$ cat config.mk
export PLATFORM = sky130hd
export DESIGN_NAME = swuart_top
export DESIGN_NICKNAME = d
export VERILOG_FILES = /design/src/rtl/swuart_pkg.sv /design/src/rtl/swuart_baud.sv /design/src/rtl/swuart_tx.sv /design/src/rtl/swuart_rx.sv /design/src/rtl/swuart_top.sv
export SDC_FILE = /design/constraint.sdc
export NUM_CORES = 1
export LEC_CHECK = 0
export BUFFER_PORTS_ARGS = -buffer_cell sky130_fd_sc_hd__buf_4
export CAP_MARGIN = 20
export CORE_MARGIN = 2
export CORE_UTILIZATION = 45
export CTS_BUF_LIST = sky130_fd_sc_hd__clkbuf_2 sky130_fd_sc_hd__clkbuf_4 sky130_fd_sc_hd__clkbuf_8
export CTS_CLUSTER_SIZE = 12
export DETAILED_ROUTE_END_ITERATION = 7
export GPL_ROUTABILITY_DRIVEN = 0
export HOLD_SLACK_MARGIN = 0.03
export SYNTH_ARGS = -nofsm -noshare
export SYNTH_HDL_FRONTEND = slang
export SYNTH_SLANG_ARGS = --single-unit
$ cat constraint.sdc
create_clock -name clk -period 8.1 [get_ports clk]
set_input_delay 0.81 -clock clk [delete_from_list [all_inputs] [get_ports clk]]
set_output_delay 0.81 -clock clk [all_outputs]
set_load 0.02 [all_outputs]
$ cat src/rtl/swuart_pkg.sv
package swuart_pkg;
    typedef enum logic [1:0] {
        FR_IDLE  = 2'd0,
        FR_START = 2'd1,
        FR_DATA  = 2'd2,
        FR_STOP  = 2'd3
    } frame_st_t;
endpackage

$ cat src/rtl/swuart_baud.sv
module swuart_baud #(
    parameter int DIV_W = 16
) (
    input  logic             clk,
    input  logic             rst_n,
    input  logic             clr,
    input  logic [DIV_W-1:0] div,
    output logic             tick
);
    logic [DIV_W-1:0] cnt_d, cnt_q;
    logic [DIV_W-1:0] lim;

    always_comb begin
        lim  = (div == '0) ? DIV_W'(1) : div;
        tick = !clr && (cnt_q == lim - DIV_W'(1));
        if (clr || tick) begin
            cnt_d = '0;
        end else begin
            cnt_d = cnt_q + DIV_W'(1);
        end
    end

    always_ff @(posedge clk or negedge rst_n) begin
        if (!rst_n) begin
            cnt_q <= '0;
        end else begin
            cnt_q <= cnt_d;
        end
    end
endmodule

$ cat src/rtl/swuart_tx.sv
module swuart_tx
    import swuart_pkg::*;
#(
    parameter int DATA_W = 8,
    parameter int OSR    = 16
) (
    input  logic              clk,
    input  logic              rst_n,
    input  logic              tick,
    input  logic [DATA_W-1:0] data,
    input  logic              valid,
    output logic              ready,
    output logic              accept,
    output logic              txd,
    output logic              active
);
    localparam int SUB_W = (OSR > 1) ? $clog2(OSR) : 1;
    localparam int BIT_W = (DATA_W > 1) ? $clog2(DATA_W) : 1;

    typedef struct packed {
        frame_st_t         st;
        logic [SUB_W-1:0]  sub;
        logic [BIT_W-1:0]  bitn;
        logic [DATA_W-1:0] shreg;
        logic              txd;
    } tx_state_t;

    tx_state_t s_d, s_q;

    always_comb begin
        s_d    = s_q;
        accept = 1'b0;
        if (s_q.st == FR_IDLE) begin
            if (valid) begin
                accept     = 1'b1;
                s_d.st     = FR_START;
                s_d.txd    = 1'b0;
                s_d.shreg  = data;
                s_d.sub    = '0;
                s_d.bitn   = '0;
            end
        end else if (tick) begin
            if (s_q.sub == SUB_W'(OSR - 1)) begin
                s_d.sub = '0;
                unique case (s_q.st)
                    FR_START: begin
                        s_d.st  = FR_DATA;
                        s_d.txd = s_q.shreg[0];
                    end
                    FR_DATA: begin
                        if (s_q.bitn == BIT_W'(DATA_W - 1)) begin
                            s_d.st  = FR_STOP;
                            s_d.txd = 1'b1;
                        end else begin
                            s_d.bitn  = s_q.bitn + BIT_W'(1);
                            s_d.shreg = s_q.shreg >> 1;
                            s_d.txd   = s_q.shreg[1];
                        end
                    end
                    default: begin
                        s_d.st  = FR_IDLE;
                        s_d.txd = 1'b1;
                    end
                endcase
            end else begin
                s_d.sub = s_q.sub + SUB_W'(1);
            end
        end
    end

    always_ff @(posedge clk or negedge rst_n) begin
        if (!rst_n) begin
            s_q <= '{st: FR_IDLE, sub: '0, bitn: '0, shreg: '0, txd: 1'b1};
        end else begin
            s_q <= s_d;
        end
    end

    assign ready  = (s_q.st == FR_IDLE);
    assign active = (s_q.st != FR_IDLE);
    assign txd    = s_q.txd;

    p_busy_after_accept_r11: assert property (@(posedge clk) disable iff (!rst_n)
        (valid && ready) |=> !ready);
    p_start_low_r2: assert property (@(posedge clk) disable iff (!rst_n)
        (valid && ready) |=> !txd);
    p_stop_high_at_end_r2: assert property (@(posedge clk) disable iff (!rst_n)
        $fell(active) |-> $past(txd));
    p_bits_move_on_tick_r2: assert property (@(posedge clk) disable iff (!rst_n)
        (active && $past(active) && !$past(tick)) |-> $stable(txd));
endmodule

$ cat src/rtl/swuart_rx.sv
module swuart_rx
    import swuart_pkg::*;
#(
    parameter int DATA_W = 8,
    parameter int OSR    = 16
) (
    input  logic              clk,
    input  logic              rst_n,
    input  logic              tick,
    input  logic              din,
    output logic              clr,
    output logic [DATA_W-1:0] data,
    output logic              valid,
    output logic              ferr
);
    localparam int SUB_W = (OSR > 1) ? $clog2(OSR) : 1;
    localparam int BIT_W = (DATA_W > 1) ? $clog2(DATA_W) : 1;
    localparam int HALF  = OSR / 2;

    typedef struct packed {
        logic              s1;
        logic              s2;
        logic              s3;
        frame_st_t         st;
        logic [SUB_W-1:0]  sub;
        logic [BIT_W-1:0]  bitn;
        logic [DATA_W-1:0] shreg;
        logic [DATA_W-1:0] word;
        logic              valid;
        logic              ferr;
    } rx_state_t;

    rx_state_t r_d, r_q;

    always_comb begin
        r_d       = r_q;
        r_d.s1    = din;
        r_d.s2    = r_q.s1;
        r_d.s3    = r_q.s2;
        r_d.valid = 1'b0;
        r_d.ferr  = 1'b0;
        clr       = 1'b0;
        unique case (r_q.st)
            FR_IDLE: begin
                if (r_q.s3 && !r_q.s2) begin
                    clr     = 1'b1;
                    r_d.st  = FR_START;
                    r_d.sub = '0;
                end
            end
            FR_START: begin
                if (tick) begin
                    if (r_q.sub == SUB_W'(HALF - 1)) begin
                        r_d.sub  = '0;
                        r_d.bitn = '0;
                        r_d.st   = r_q.s2 ? FR_IDLE : FR_DATA;
                    end else begin
                        r_d.sub = r_q.sub + SUB_W'(1);
                    end
                end
            end
            FR_DATA: begin
                if (tick) begin
                    if (r_q.sub == SUB_W'(OSR - 1)) begin
                        r_d.sub   = '0;
                        r_d.shreg = {r_q.s2, r_q.shreg[DATA_W-1:1]};
                        if (r_q.bitn == BIT_W'(DATA_W - 1)) begin
                            r_d.st = FR_STOP;
                        end else begin
                            r_d.bitn = r_q.bitn + BIT_W'(1);
                        end
                    end else begin
                        r_d.sub = r_q.sub + SUB_W'(1);
                    end
                end
            end
            default: begin
                if (tick) begin
                    if (r_q.sub == SUB_W'(OSR - 1)) begin
                        r_d.sub   = '0;
                        r_d.st    = FR_IDLE;
                        r_d.valid = 1'b1;
                        r_d.word  = r_q.shreg;
                        r_d.ferr  = !r_q.s2;
                    end else begin
                        r_d.sub = r_q.sub + SUB_W'(1);
                    end
                end
            end
        endcase
    end

    always_ff @(posedge clk or negedge rst_n) begin
        if (!rst_n) begin
            r_q <= '{s1: 1'b1, s2: 1'b1, s3: 1'b1, st: FR_IDLE, sub: '0,
                     bitn: '0, shreg: '0, word: '0, valid: 1'b0, ferr: 1'b0};
        end else begin
            r_q <= r_d;
        end
    end

    assign data  = r_q.word;
    assign valid = r_q.valid;
    assign ferr  = r_q.ferr;

    p_single_pulse_r9: assert property (@(posedge clk) disable iff (!rst_n)
        valid |=> !valid);
    p_err_with_word_r10: assert property (@(posedge clk) disable iff (!rst_n)
        ferr |-> valid);
    p_start_needs_edge_r8: assert property (@(posedge clk) disable iff (!rst_n)
        (r_q.st == FR_IDLE && !clr) |=> (r_q.st == FR_IDLE));
endmodule

$ cat src/rtl/swuart_top.sv
module swuart_top #(
    parameter int DATA_W = 8,
    parameter int DIV_W  = 16,
    parameter int OSR    = 16
) (
    input  logic              clk,
    input  logic              rst_n,
    input  logic              hd_en,
    input  logic [DIV_W-1:0]  baud_div,
    input  logic [DATA_W-1:0] tx_data,
    input  logic              tx_valid,
    output logic              tx_ready,
    input  logic              rx_pin,
    input  logic              line_in,
    output logic              line_out,
    output logic              line_oe,
    output logic [DATA_W-1:0] rx_data,
    output logic              rx_valid,
    output logic              rx_frame_err
);
    logic tx_tick, rx_tick;
    logic tx_accept, tx_active, rx_clr;
    logic rx_src;

    swuart_baud #(.DIV_W(DIV_W)) u_tx_baud (
        .clk(clk), .rst_n(rst_n), .clr(tx_accept), .div(baud_div), .tick(tx_tick)
    );

    swuart_baud #(.DIV_W(DIV_W)) u_rx_baud (
        .clk(clk), .rst_n(rst_n), .clr(rx_clr), .div(baud_div), .tick(rx_tick)
    );

    swuart_tx #(.DATA_W(DATA_W), .OSR(OSR)) u_tx (
        .clk(clk), .rst_n(rst_n), .tick(tx_tick), .data(tx_data), .valid(tx_valid),
        .ready(tx_ready), .accept(tx_accept), .txd(line_out), .active(tx_active)
    );

    // Single-wire: listen on the pad, but blank it while our own frame is out.
    always_comb begin
        if (hd_en) begin
            rx_src = tx_active ? 1'b1 : line_in;
        end else begin
            rx_src = rx_pin;
        end
        line_oe = hd_en ? tx_active : 1'b1;
    end

    swuart_rx #(.DATA_W(DATA_W), .OSR(OSR)) u_rx (
        .clk(clk), .rst_n(rst_n), .tick(rx_tick), .din(rx_src), .clr(rx_clr),
        .data(rx_data), .valid(rx_valid), .ferr(rx_frame_err)
    );

    p_release_when_ready_r3: assert property (@(posedge clk) disable iff (!rst_n)
        (hd_en && tx_ready) |-> !line_oe);
    p_driver_on_accept_r3: assert property (@(posedge clk) disable iff (!rst_n)
        (tx_valid && tx_ready) |=> line_oe);
endmodule

==> metrics.md <==
| Metric | Value |
|---|---|
| Routed len/inst | 16.11 microns |
| Post-synth EDFFs | 0 |
| CTS tree | built |
| Root Buffer | clkbuf_8 |
| Final core utilization | 0.5160 |
| Grt ovf | 0 |
| Vias | 4092 |
| Die height | 110.0 microns |
| Initial Utilization | 0.4646 |
| Critical path peak fanout | 16 |
| Final setup TNS | 0 ns |
| VDD IR-drop max | ~0.17 mV |
| Endpoints failing setup | 0 |
| Status | complete, but fails checks |
| Final hold vios | 0 |
| HPWL after DPL | about 8.5 mm |
| Tot GR Track Use | 0.2070 |
| Synth warn | 0 |
| Max Cap Violations | 0 |
| Tmin final | approximately 4.7 ns |
| Ports | 43 |
| Least-Margin Pin Slew | 0.8015 ns |
| Failing checks | DRC |
| DRC Markers | 1 |
| DR pass1 iterations | 6 |
| H-Tree Depth | 3 |
| Slew headroom | 0.4657 |
| Crit end category | flop |
| Synth Area per Inst | 9.299 sq um |
| Critical-path top delay cell | or4_1 |
| Number of post-CTS setup repair buffers | 0 |
| CTS sink cnt | 80 |
| Synthesized flop and latch total | 80 |
| Crit Path Category | in -> reg |
| Worst path max stage delay | roughly 0.61 ns |
| Drt total wl | 11.52 mm |
| Cell family with most CP delay | simple AND/OR/NAND/NOR gates |
| Initial antenna violation count | 0 |
| Routed Antenna Nets | 0 |
| Mapped Cells | roughly 540 |
| Worst EP arrival | 4.96 ns |
| Slew Viols, Final | 0 |
| Synthesized area | 0.005059 sq mm |
| CP Buf/Inv Count | 2 |
| Core area | 0.01089 sq mm |
| Fmax | around 210 MHz |
| Die width | 110.0 microns |
| Yosys cell types | between 60 and 70 |
| Clock Latency Late Sink | about 0.36 ns |
| Reg2Reg Depth | 8 |
| Commonest cells after routing, fill and taps aside | 76 x nor2_1, 76 x dfrtp_1, 44 x buf_4 |
| Crit path launch type | input port |
| # rows | 38 |
| Clk buf depth | 2 |
| Vias in the first global route | 3879 |
| Synthesized net count | 586 |
| Top_reg_cell synth | dfrtp_1 |
| Largest net degree at the start of global routing | 65 |
| Leak Pwr | between 2 and 2.5 nW |
| Diodes inserted | 0 |
| Port bufs | 42 |
| # resized after CTS | 0 |
| Pwr per Cell Area | 193.1 mW/mm^2 |
| Post-cts hold buffer count | 0 |
| Final Skew | 0.01064 ns |
| Initial drt markers | between 200 and 300 |
| WP data required | roughly 8.4 ns |
| Sequential-to-total area share from yosys stat | 0.3967 |
| Vias/cell | around 5.7 |
| DIE AREA | 0.01211 sq mm |
| Area Overhead vs Synth | 11.06% |
| Unrepaired setup endpoints after global routing | no |
| CTS buffer count | 9 |
| First-pass GRT wire length | 19.44 mm |
| Fin crit share | 0.5781 |
| Fraction of layout cells with a size suffix above 1 | 0.1670 |
| Asr flop ratio synth | 1.000 |
| WP depth | 15 |
| Worst hold path class | in -> async |
| CP Cell Sequence | buf_4 -> nor4_4 -> nand2_1 -> nor2_1 -> nor2_1 -> ha_1 -> nor3b_1 -> buf_2 -> and4_1 -> xnor3_1 -> nand4_1 -> nor4_1 -> nand2_1 -> or4_1 -> o21ai_0 |
| # nets final | 612 |
| CTS clock-pin slew for the worst setup and hold paths | 0.09 ns |
[synth_stat cells (all sizes together) (6+ instances only)]
library cell / number / area (sq um)
a21oi: 13 / 68.82
nor2: 76 / 285.3
nand2: 44 / 167.7
clkbuf: 18 / 67.56
mux2i: 9 / 90.09
buf: 12 / 80.08
a211oi: 14 / 105.1
mux2: 19 / 214.0
nor3: 12 / 70.07
o211ai: 7 / 52.55
or4: 6 / 52.55
inv: 11 / 41.29
dfrtp: 76 / 1902
nand4: 12 / 90.09
xnor2: 26 / 227.7
nand3: 30 / 150.1
o21ai: 14 / 70.07
ha: 12 / 150.1
nor4: 16 / 160.1
and3: 13 / 81.33
xor2: 27 / 236.5
[worst paths after layout]
path	start	to	slack (ns)
hold reg to reg	u_rx.r_d[28]	u_rx.r_d[27]	0.36
hold / removal	rst_n	u_rx_baud.cnt_q[13]	0.30
setup reg to reg	u_rx_baud.cnt_q[8]	u_rx.data[5]	5.11
max in group asynchronous	rst_n	u_tx_baud.cnt_q[3]	6.72
setup / recovery	baud_div[4]	u_rx.r_q[18]	3.42
min in group clk	u_rx.r_d[28]	u_rx.r_d[27]	0.36
[worst reg2reg max path, stage by stage, from the launching register on]
cell and delay, ns:
dfrtp_1 0.47, xnor2_1 0.30, o211ai_1 0.12, nor4_1 0.30, o2111ai_1 0.16, or4_4 0.54, nor4_4 0.35, nand4_4 0.24
mux2_1 0.38
[layout make-up]
type	count	area [sq um]
timing repair buffer	45	335.3
sequential	80	2007
clock inverter	7	72.57
multi-input combinational	422	2859
clock buffer	9	123.9
tap	140	175.2
fill	993	5270
inverter	12	45.04
[logic make-up after synthesis]
logic type,synth area share
adder cells (fa/ha/maj),0.02968
AND/OR/NAND/NOR,0.2669
XOR/XNOR,0.1009
AO/OA/AOI/OAI,0.1076
multiplexers,0.06010
flip-flops,0.3967
buffers and inverters,0.03809
[flip-flops by register name, indices dropped and copies added, names as in the netlist]
signal           count
u_rx.ferr            1
u_rx.r_q            18
u_tx_baud.cnt_q     16
u_rx.valid           1
u_rx.r_d             2
u_rx.data            8
u_tx.s_q            17
u_tx.txd             1
u_rx_baud.cnt_q     16
[through the flow]
step | cell area (sq um) | setup WS [ns] | hold slack (ns) | std cells | power [mW]
global route | 5618 | 3.062 | 0.2996 | 715 | 1.159
finish | 5618 | 3.417 | 0.3033 | 715 | 1.085
detailed placement | 5416 | 2.980 | 0.3535 | 698 | 0.7981
global placement | 5416 | 3.164 | 0.3509 | 698 | 0.7929
floorplan | 5059 | 3.726 | 0.3452 | 544 | 0.7154
CTS | 5613 | 3.353 | 0.2907 | 714 | 1.096
[power breakdown]
group | internal [mW] | switching (mW)
clock | 0.142 | 0.150
sequential | 0.460 | 0.0766
combinational | 0.119 | 0.137
[per-layer routing]
layer | share of wire | track usage | up-vias
met4 | 0.013 | 0.05787 | 0
met3 | 0.043 | 0.04468 | 15
met1 | 0.47 | 0.2922 | 1982
li1 | - | - | 2004
met5 | 0 | 0 | -
met2 | 0.47 | 0.3212 | 91
No activity file was read; power rests on OpenSTA's default activity.
